$ cat config.mk
export PLATFORM = sky130hd
export DESIGN_NAME = vic_top
export DESIGN_NICKNAME = d
export VERILOG_FILES = /design/src/rtl/vic_pkg.sv /design/src/rtl/vic_src_cell.sv /design/src/rtl/vic_arbiter.sv /design/src/rtl/vic_nest_stack.sv /design/src/rtl/vic_top.sv
export SDC_FILE = /design/constraint.sdc
export NUM_CORES = 2
export LEC_CHECK = 0
export BUFFER_PORTS_ARGS = -buffer_cell sky130_fd_sc_hd__buf_4
export CAP_MARGIN = 10
export CORE_MARGIN = 3
export CORE_UTILIZATION = 40
export CTS_CLUSTER_DIAMETER = 30
export DETAILED_ROUTE_END_ITERATION = 8
export GPL_ROUTABILITY_DRIVEN = 1
export PLACE_DENSITY = 0.54
export SETUP_SLACK_MARGIN = 0.1
export SLEW_MARGIN = 30
export SYNTH_ARGS = -nofsm -noshare
export SYNTH_HDL_FRONTEND = slang
export SYNTH_SLANG_ARGS = --single-unit
$ cat constraint.sdc
create_clock -name clk -period 131.4 [get_ports clk]
set_input_delay 13.14 -clock clk [delete_from_list [all_inputs] [get_ports clk]]
set_output_delay 13.14 -clock clk [all_outputs]
set_load 0.1 [all_outputs]
$ cat src/rtl/vic_pkg.sv
// Shared address map and trigger encoding for the vectored interrupt controller.
// Assumes a 9-bit byte address. Mode words occupy 0x000-0x07C and vector words 0x080-0x0FC.
package vic_pkg;

    localparam int unsigned ADDR_W = 9;

    localparam logic [ADDR_W-1:0] A_VECT_RD  = 9'h100;
    localparam logic [ADDR_W-1:0] A_CUR_SRC  = 9'h108;
    localparam logic [ADDR_W-1:0] A_PEND     = 9'h10C;
    localparam logic [ADDR_W-1:0] A_ENABLED  = 9'h110;
    localparam logic [ADDR_W-1:0] A_CORE     = 9'h114;
    localparam logic [ADDR_W-1:0] A_EN_SET   = 9'h120;
    localparam logic [ADDR_W-1:0] A_EN_CLR   = 9'h124;
    localparam logic [ADDR_W-1:0] A_PND_CLR  = 9'h128;
    localparam logic [ADDR_W-1:0] A_PND_SET  = 9'h12C;
    localparam logic [ADDR_W-1:0] A_EOI      = 9'h130;
    localparam logic [ADDR_W-1:0] A_SPUR     = 9'h134;
    localparam logic [ADDR_W-1:0] A_PROTECT  = 9'h138;

    // Bit 1 of the code selects polarity (1 = high/rising), bit 0 selects edge.
    typedef enum logic [1:0] {
        TRIG_LOW  = 2'd0,
        TRIG_FALL = 2'd1,
        TRIG_HIGH = 2'd2,
        TRIG_RISE = 2'd3
    } trig_e;

endpackage

$ cat src/rtl/vic_src_cell.sv
// One interrupt source: a two-flop synchronizer, an edge detector and a pending latch.
// Assumes raw_in may be asynchronous. Pending is the latch OR the active input level
// for level types. Acknowledge and clear remove only the latch part.
module vic_src_cell
    import vic_pkg::*;
(
    input  logic  clk,
    input  logic  rst_n,
    input  logic  raw_in,
    input  trig_e trig,
    input  logic  sw_set,
    input  logic  sw_clr,
    input  logic  ack,
    output logic  pending
);

    logic [2:0] sync_q;     // [0],[1] synchronizer, [2] history for edge detect
    logic       latch_q;
    logic       line_now;
    logic       line_old;
    logic       edge_hit;
    logic       level_hit;

    assign line_now = sync_q[1];
    assign line_old = sync_q[2];

    // Synchronize the raw input and keep one cycle of history.
    always_ff @(posedge clk) begin
        if (!rst_n) sync_q <= '0;
        else        sync_q <= {sync_q[1:0], raw_in};
    end

    // Decode the trigger type into an edge event and an active level.
    always_comb begin
        edge_hit  = 1'b0;
        level_hit = 1'b0;
        unique case (trig)
            TRIG_RISE: edge_hit  = line_now & ~line_old;
            TRIG_FALL: edge_hit  = ~line_now & line_old;
            TRIG_HIGH: level_hit = line_now;
            TRIG_LOW:  level_hit = ~line_now;
            default:   level_hit = 1'b0;
        endcase
    end

    // Latch edges and software sets; a fresh event in the same cycle wins over a clear.
    always_ff @(posedge clk) begin
        if (!rst_n) latch_q <= 1'b0;
        else        latch_q <= (latch_q & ~(sw_clr | ack)) | edge_hit | sw_set;
    end

    assign pending = latch_q | level_hit;

endmodule

$ cat src/rtl/vic_arbiter.sv
// Combinational winner search over candidate sources.
// Assumes cand already combines pending and enable. A source is eligible when the
// floor is invalid (empty stack) or its priority is strictly above the floor.
// The highest priority wins and ties go to the lowest index.
module vic_arbiter #(
    parameter int unsigned NUM_SRC = 32,
    parameter int unsigned PRIO_W  = 3,
    localparam int unsigned IDX_W  = (NUM_SRC > 1) ? $clog2(NUM_SRC) : 1
) (
    input  logic [NUM_SRC-1:0]             cand,
    input  logic [NUM_SRC-1:0][PRIO_W-1:0] prio,
    input  logic                           floor_valid,
    input  logic [PRIO_W-1:0]              floor_level,
    output logic                           hit,
    output logic [IDX_W-1:0]               win_idx,
    output logic [PRIO_W-1:0]              win_prio
);

    // Scan from the top index down so an equal priority at a lower index replaces it.
    always_comb begin
        hit      = 1'b0;
        win_idx  = '0;
        win_prio = '0;
        for (int i = NUM_SRC - 1; i >= 0; i--) begin
            if (cand[i] && (!floor_valid || (prio[i] > floor_level))
                && (!hit || (prio[i] >= win_prio))) begin
                hit      = 1'b1;
                win_idx  = IDX_W'(i);
                win_prio = prio[i];
            end
        end
    end

endmodule

$ cat src/rtl/vic_nest_stack.sv
// Stack of the priority levels now in service.
// Assumes push and pop never arrive in the same cycle. A push on a full stack and a
// pop on an empty stack are ignored.
module vic_nest_stack #(
    parameter int unsigned DEPTH  = 8,
    parameter int unsigned PRIO_W = 3,
    localparam int unsigned CNT_W = $clog2(DEPTH + 1),
    localparam int unsigned PTR_W = (DEPTH > 1) ? $clog2(DEPTH) : 1
) (
    input  logic              clk,
    input  logic              rst_n,
    input  logic              push,
    input  logic [PRIO_W-1:0] push_lvl,
    input  logic              pop,
    output logic [CNT_W-1:0]  depth,
    output logic              nonempty,
    output logic [PRIO_W-1:0] top_lvl
);

    logic [DEPTH-1:0][PRIO_W-1:0] stk_q;
    logic [PTR_W-1:0]             wr_ptr;
    logic [PTR_W-1:0]             top_ptr;

    assign wr_ptr  = PTR_W'(depth);
    assign top_ptr = PTR_W'(depth - 1'b1);

    // Push the acknowledged level or pop the serviced one.
    always_ff @(posedge clk) begin
        if (!rst_n) begin
            depth <= '0;
            stk_q <= '0;
        end else if (push && (depth != CNT_W'(DEPTH))) begin
            stk_q[wr_ptr] <= push_lvl;
            depth         <= depth + 1'b1;
        end else if (pop && (depth != '0)) begin
            depth <= depth - 1'b1;
        end
    end

    assign nonempty = (depth != '0);
    assign top_lvl  = stk_q[top_ptr];

endmodule

$ cat src/rtl/vic_top.sv
// Vectored prioritized interrupt controller top: register file, per-source cells,
// arbitration and the nesting stack.
// Assumes NUM_SRC <= 32 and PRIO_W <= 5. Read data is registered, and vector-read side
// effects take place on the same edge that samples the read strobe.
module vic_top
    import vic_pkg::*;
#(
    parameter int unsigned          NUM_SRC      = 32,
    parameter int unsigned          PRIO_W       = 3,
    parameter int unsigned          NEST_DEPTH   = 8,
    parameter logic [NUM_SRC-1:0]   EXT_SRC_MASK = 1
) (
    input  logic               clk,
    input  logic               rst_n,
    input  logic               bus_wr,
    input  logic               bus_rd,
    input  logic [8:0]         bus_addr,
    input  logic [31:0]        bus_wdata,
    output logic [31:0]        bus_rdata,
    input  logic [NUM_SRC-1:0] src_in,
    output logic               irq_req
);

    localparam int unsigned IDX_W = (NUM_SRC > 1) ? $clog2(NUM_SRC) : 1;
    localparam int unsigned CNT_W = $clog2(NEST_DEPTH + 1);
    localparam logic [NUM_SRC-1:0] EXT_MAP = EXT_SRC_MASK | NUM_SRC'(1);

    logic [NUM_SRC-1:0][PRIO_W-1:0] mode_prio;
    logic [NUM_SRC-1:0][1:0]        mode_trig;
    logic [NUM_SRC-1:0][31:0]       vec_tbl;
    logic [NUM_SRC-1:0]             en_mask;
    logic [31:0]                    spur_vec;
    logic                           prot_mode;
    logic [IDX_W-1:0]               cur_src;

    logic [NUM_SRC-1:0] pend_vec;
    logic [NUM_SRC-1:0] set_vec;
    logic [NUM_SRC-1:0] clr_vec;
    logic [NUM_SRC-1:0] ack_vec;

    logic [IDX_W-1:0]   word_idx;
    logic               idx_ok;
    logic               in_mode;
    logic               in_vect;
    logic               vect_rd;
    logic               do_ack;
    logic               do_eoi;
    logic               arb_hit;
    logic [IDX_W-1:0]   win_idx;
    logic [PRIO_W-1:0]  win_prio;
    logic [CNT_W-1:0]   nest_depth;
    logic               nest_busy;
    logic [PRIO_W-1:0]  nest_top;
    logic [31:0]        rd_word;

    // Address decode for the per-source regions and the acknowledge/EOI strobes.
    assign word_idx = bus_addr[IDX_W+1:2];
    assign idx_ok   = (int'(word_idx) < NUM_SRC);
    assign in_mode  = (bus_addr[8:7] == 2'b00) && idx_ok;
    assign in_vect  = (bus_addr[8:7] == 2'b01) && idx_ok;
    assign vect_rd  = bus_rd && (bus_addr == A_VECT_RD);
    assign do_ack   = vect_rd && !prot_mode && arb_hit;
    assign do_eoi   = bus_wr && (bus_addr == A_EOI);

    // Mode and vector words; internal sources have the polarity bit forced high.
    always_ff @(posedge clk) begin
        if (!rst_n) begin
            mode_prio <= '0;
            mode_trig <= {NUM_SRC{2'b10}};
            vec_tbl   <= '0;
        end else if (bus_wr) begin
            if (in_mode) begin
                mode_prio[word_idx] <= bus_wdata[PRIO_W-1:0];
                mode_trig[word_idx] <= {bus_wdata[6] | ~EXT_MAP[word_idx], bus_wdata[5]};
            end
            if (in_vect) vec_tbl[word_idx] <= bus_wdata;
        end
    end

    // Enable mask, spurious value and protect flag.
    always_ff @(posedge clk) begin
        if (!rst_n) begin
            en_mask   <= '0;
            spur_vec  <= '0;
            prot_mode <= 1'b0;
        end else if (bus_wr) begin
            if (bus_addr == A_EN_SET)  en_mask   <= en_mask | bus_wdata[NUM_SRC-1:0];
            if (bus_addr == A_EN_CLR)  en_mask   <= en_mask & ~bus_wdata[NUM_SRC-1:0];
            if (bus_addr == A_SPUR)    spur_vec  <= bus_wdata;
            if (bus_addr == A_PROTECT) prot_mode <= bus_wdata[0];
        end
    end

    // Software set/clear strobes for the pending latches.
    assign set_vec = (bus_wr && (bus_addr == A_PND_SET)) ? bus_wdata[NUM_SRC-1:0] : '0;
    assign clr_vec = (bus_wr && (bus_addr == A_PND_CLR)) ? bus_wdata[NUM_SRC-1:0] : '0;

    // One-hot acknowledge to the winning source.
    always_comb begin
        ack_vec = '0;
        if (do_ack) ack_vec[win_idx] = 1'b1;
    end

    for (genvar g = 0; g < NUM_SRC; g++) begin : g_src
        vic_src_cell u_cell (
            .clk     (clk),
            .rst_n   (rst_n),
            .raw_in  (src_in[g]),
            .trig    (trig_e'(mode_trig[g])),
            .sw_set  (set_vec[g]),
            .sw_clr  (clr_vec[g]),
            .ack     (ack_vec[g]),
            .pending (pend_vec[g])
        );
    end

    vic_arbiter #(
        .NUM_SRC (NUM_SRC),
        .PRIO_W  (PRIO_W)
    ) u_arb (
        .cand        (pend_vec & en_mask),
        .prio        (mode_prio),
        .floor_valid (nest_busy),
        .floor_level (nest_top),
        .hit         (arb_hit),
        .win_idx     (win_idx),
        .win_prio    (win_prio)
    );

    vic_nest_stack #(
        .DEPTH  (NEST_DEPTH),
        .PRIO_W (PRIO_W)
    ) u_stack (
        .clk      (clk),
        .rst_n    (rst_n),
        .push     (do_ack),
        .push_lvl (win_prio),
        .pop      (do_eoi),
        .depth    (nest_depth),
        .nonempty (nest_busy),
        .top_lvl  (nest_top)
    );

    assign irq_req = arb_hit;

    // Current source number: the winner on an acknowledge, zero on a spurious read.
    always_ff @(posedge clk) begin
        if (!rst_n)                     cur_src <= '0;
        else if (vect_rd && !prot_mode) cur_src <= arb_hit ? win_idx : '0;
    end

    // Read multiplexer.
    always_comb begin
        rd_word = '0;
        if (in_mode) begin
            rd_word[6:5]        = mode_trig[word_idx];
            rd_word[PRIO_W-1:0] = mode_prio[word_idx];
        end else if (in_vect) begin
            rd_word = vec_tbl[word_idx];
        end else begin
            unique case (bus_addr)
                A_VECT_RD: rd_word = arb_hit ? vec_tbl[win_idx] : spur_vec;
                A_CUR_SRC: rd_word = 32'(cur_src);
                A_PEND:    rd_word = 32'(pend_vec);
                A_ENABLED: rd_word = 32'(en_mask);
                A_CORE:    rd_word = {31'b0, irq_req};
                A_SPUR:    rd_word = spur_vec;
                A_PROTECT: rd_word = {31'b0, prot_mode};
                default:   rd_word = '0;
            endcase
        end
    end

    // Register read data on the edge that samples the read strobe.
    always_ff @(posedge clk) begin
        if (!rst_n)      bus_rdata <= '0;
        else if (bus_rd) bus_rdata <= rd_word;
    end

endmodule

==> key figures <==
Global routing
  – Met3 Resource Use GR: 0.126
  – Vias in the first global route: 75,000
  – Largest net degree at the start of global routing: 230
  – Global route overflow: 0
  – Most Used Layer, Global Route: met2
  – M2 GR Usage: 0.565
  – Initial antenna violation count: 35
  – Met1 GRT Util: 0.489
  – GRT Resource Usage Total: 0.392
  – First-pass GRT wire length: roughly 560,000 um

Synth
  – Leading area contributor after synthesis: dfxtp_1
  – Syn_area_per_cell: around 7.8 um^2
  – Post-synth cell types: 122
  – Yosys top cell area share: 0.376
  – Mapped Cells: 9,844
  – Seq/Total Area, Yosys: 0.376
  – Yosys Warn Count: 0
  – #FFs+latches synth: 1,442
  – Post-synth top flop: dfxtp_1
  – FFs w/ async S/R, synth: 0
  – Synth Net Count: between 10,000 and 15,000
  – EDFF count, synth: 0
  – Synth top area cells: dfxtp_1 38%, nand2_1 15%, a21oi_1 9.5%
  – Post-Syn Area: approximately 77,000 um^2

Setup path
  – CP arrival: 55.12 ns
  – Worst reg2reg path startpoint: u_stack.depth[0]$_SDFFE_PN0P_
  – Setup crit start: u_stack.depth[0]$_SDFFE_PN0P_
  – Worst setup EP type: flip-flop
  – WS Path Type: flip-flop to flip-flop
  – Levels on crit path: about 240
  – R2R Setup Slk: 77.16 ns
  – CP Buf/Inv Count: 15
  – Worst-path maximum fanout: 24
  – Crit path largest cell delay: 0.76 ns
  – Cells on worst reg2reg path: ~240
  – CP delay by family, top: compound AO/OA/AOI/OAI gates
  – CP Data Required Time: roughly 130 ns
  – Worst Setup EP: bus_rdata[8]$_SDFFE_PN0P_
  – Startpoint Class: flip-flop
  – R2R Path End: bus_rdata[8]$_SDFFE_PN0P_
  – Critical path's slowest cell: dfxtp_1
  – Critical Path Most Common Cell: ha_1

CTS
  – Post-CTS resize count: 0
  – CTS tree: built
  – Clock latency on the worst-skew pair: 0.98 ns
  – H-Tree Level Count: 5
  – CTS Buffer Depth: 4
  – Clock Sink Count: between 1,000 and 1,500
  – Hold_buf cts: 0
  – Clock root cell: clkbuf_16
  – Post-CTS setup buffers: 0
  – Cts bufs inserted: 378
  – Clk slew on worst S/H paths: around 0.050 ns

Finish
  – Layout cells sized above 1: 0.151
  – Net count, final: 9,922
  – Layout Utilization: 0.488
  – Synth-to-layout area growth: 21.1%

Floorplanning
  – Core ar.: 190,000 um^2
  – Core Rows: 160
  – Die span in y: 444 um
  – Die W: between 400 and 500 um
  – I/O pins: 110
  – Starting Density: 0.403
  – Die area: roughly 200,000 um^2

Pwr
  – Net switching power: roughly 0.33 mW
  – Total power: roughly 1.5 mW
  – Sw frac: 0.226
  – LEAKAGE: 31.9 nW
  – Power Internal: around 1.1 mW
  – Power per cell area: 15.9 nW/um^2
  – Clock Power Share: 0.659
  – Peak VDD IR: ~0.011 mV
  – Sequential fraction of design power: 0.301
  – Combinational share of power: 0.039

Timing
  – Final worst slack: roughly 77 ns
  – Clock skew after layout: around 0.10 ns
  – Endpoints failing setup: 0
  – Slew headroom: 0.254
  – FMAX: 18.4 MHz
  – Worst-Margin Slew: 1.11 ns
  – Part of the cycle the worst path needs: 0.413
  – Post-layout min period: 54.24 ns
  – Slew Limit Fails: 0
  – Final TNS setup: 0 ns
  – Unrepaired setup endpoints after global routing: no
  – Final hold slack: between 0.4 and 0.5 ns
  – Final Hold Fails: 0

Drt
  – Vias per cell: 6.51
  – Initial drt markers: around 12,000
  – Via Count: 81,363
  – Final WL: 402,000 um
  – DRT antenna net count: 0
  – WL/cell: 32.2 um
  – DR pass1 iterations: 9
  – DRC violations left: 3

Place
  – HPWL after detailed placement: 241,000 um
  – Final Wtd Congestion: 0.959
  – # port buffers: 109
  – Place WS: 77.99 ns

Run
  – MaxCap Viol Count: 0

Status
  – Failing checks: design-rule violations
  – Status: finished with violations

Min path
  – Hold WC Path Type: flip-flop to flip-flop
## power by group through the flow
stage / Sequential [mW] / Combinational [mW] / Clock [mW]
floorplan: 0.452 / 0.0299 / 0
detailed placement: 0.452 / 0.0547 / 0
global route: 0.444 / 0.0581 / 0.995
finish: 0.444 / 0.0577 / 0.971
CTS: 0.444 / 0.0549 / 0.971
global placement: 0.452 / 0.0544 / 0
## layout make-up
| type | instances | area (um^2) |
|---|---|---|
| fill | 18072 | 97500 |
| multi-input combinational | 7433 | 44700 |
| sequential | 1442 | 28900 |
| clock buffer | 496 | 10700 |
| tap | 2511 | 3140 |
| clock inverter | 166 | 2560 |
| timing repair buffer | 307 | 2510 |
| inverter | 114 | 435 |
| antenna | 33 | 82.6 |
## state kept, by name, summed over array words and instances, names as in the netlist, named ones only
signal	count
bus_rdata	32
u_stack.stk_q	24
g_src.u_cell.latch_q	32
spur_vec	32
u_stack.depth	4
prot_mode	1
g_src.u_cell.sync_q	96
mode_prio	96
vec_tbl	1024
cur_src	5
mode_trig	64
## cells by family (layout without fill, tap and decap cells)
group           Yosys count  count (layout)  share of synthesized area
simple gates           4191            4191                      0.227
compound gates         2588            2588                      0.205
flops                  1442            1442                      0.376
buf+inv                 969            1083                     0.0502
mux                     469             469                      0.112
fa+ha+maj               174             174                     0.0282
xor+xnor                 11              11                    0.00126
other cells               0              33                          0
## worst reg2reg max path: cells and delay by family (launching register included)
family,cells,cell delay (ns)
muxes,10,3.28
and+or+nand+nor,73,12.36
xor gates and xnor gates,1,0.52
adders and majority gates,38,10.60
buffers and inverters,15,2.91
AOI/OAI and AO/OA,99,23.80
DFF,1,0.76
## synth_stat cells (15+ instances only)
| cell type | instances |
|---|---|
| mux4_2 | 305 |
| mux2i_1 | 120 |
| o31ai_1 | 27 |
| and2_1 | 122 |
| ha_1 | 169 |
| nand4_1 | 15 |
| nand3_1 | 308 |
| nand2b_1 | 55 |
| nor4_1 | 36 |
| a311oi_1 | 23 |
| nor2b_1 | 63 |
| a22oi_1 | 58 |
| o21ai_0 | 210 |
| o211ai_1 | 48 |
| a31oi_1 | 75 |
| o21bai_1 | 35 |
| or2_2 | 20 |
| nand3b_1 | 27 |
| o21ai_1 | 21 |
| nor2_1 | 323 |
| o2111ai_1 | 19 |
| nand2_1 | 3078 |
| a221oi_1 | 28 |
| nor3_1 | 41 |
| o221a_2 | 21 |
| a211oi_1 | 85 |
| buf_4 | 15 |
| and3_1 | 39 |
| o21a_1 | 39 |
| a21o_1 | 42 |
| o311ai_0 | 17 |
| mux2_2 | 41 |
| buf_2 | 91 |
| o221ai_1 | 34 |
| clkbuf_1 | 627 |
| o22ai_1 | 169 |
| buf_1 | 116 |
| dfxtp_1 | 1442 |
| a21oi_1 | 1455 |
| inv_1 | 111 |
| or3_1 | 23 |
## worst min path at each step
| stage | start | end | cells after the start |
|---|---|---|---|
| floorplan | g_src[0].u_cell.sync_q[0]$_SDFF_PN0_ | g_src[0].u_cell.sync_q[1]$_SDFF_PN0_ | 1 |
| global placement | g_src[2].u_cell.sync_q[0]$_SDFF_PN0_ | g_src[2].u_cell.sync_q[1]$_SDFF_PN0_ | 1 |
| detailed placement | g_src[3].u_cell.sync_q[0]$_SDFF_PN0_ | g_src[3].u_cell.sync_q[1]$_SDFF_PN0_ | 1 |
| CTS | g_src[3].u_cell.sync_q[0]$_SDFF_PN0_ | g_src[3].u_cell.sync_q[1]$_SDFF_PN0_ | 1 |
| global route | g_src[3].u_cell.sync_q[0]$_SDFF_PN0_ | g_src[3].u_cell.sync_q[1]$_SDFF_PN0_ | 1 |
| finish | g_src[3].u_cell.sync_q[0]$_SDFF_PN0_ | g_src[3].u_cell.sync_q[1]$_SDFF_PN0_ | 1 |
## through the flow
step | instance area, um^2 | instances
CTS | 92800 | 12468
global route | 92900 | 12479
global placement | 79500 | 11801
floorplan | 76700 | 9844
finish | 92900 | 12502
detailed placement | 79600 | 11806
## routing by layer
layer,vias to the layer above,wire length [um]
met5,-,278
met4,22,33900
met3,1710,52900
met1,39079,148000
met2,6330,167000
li1,34222,-
## layout by cell type, fill, tap and decap left out, types with 33 or more instances in the layout
cell type     n
nand3_1     304
a22oi_1      58
a21oi_1    1454
clkbuf_8     58
diode_2      33
clkbuf_16   386
nand2b_1     52
dfxtp_1    1442
nand2_2      34
o21ai_0     210
a211oi_1     85
a31oi_1      75
nor2b_1      62
nor3_1       38
o211ai_1     48
inv_1       111
o221ai_1     34
and3_1       38
nand2_1    3039
mux2i_1     117
clkbuf_1     52
buf_4       282
nor4_1       35
a21o_1       42
ha_1        169
and2_1      121
mux4_2      305
clkinv_2     65
o21a_1       37
o21bai_1     35
o22ai_1     169
nor2_1      266
bufinv_16    64
nor2_4       41
mux2_2       41
Power figures use the tool's default switching activity.
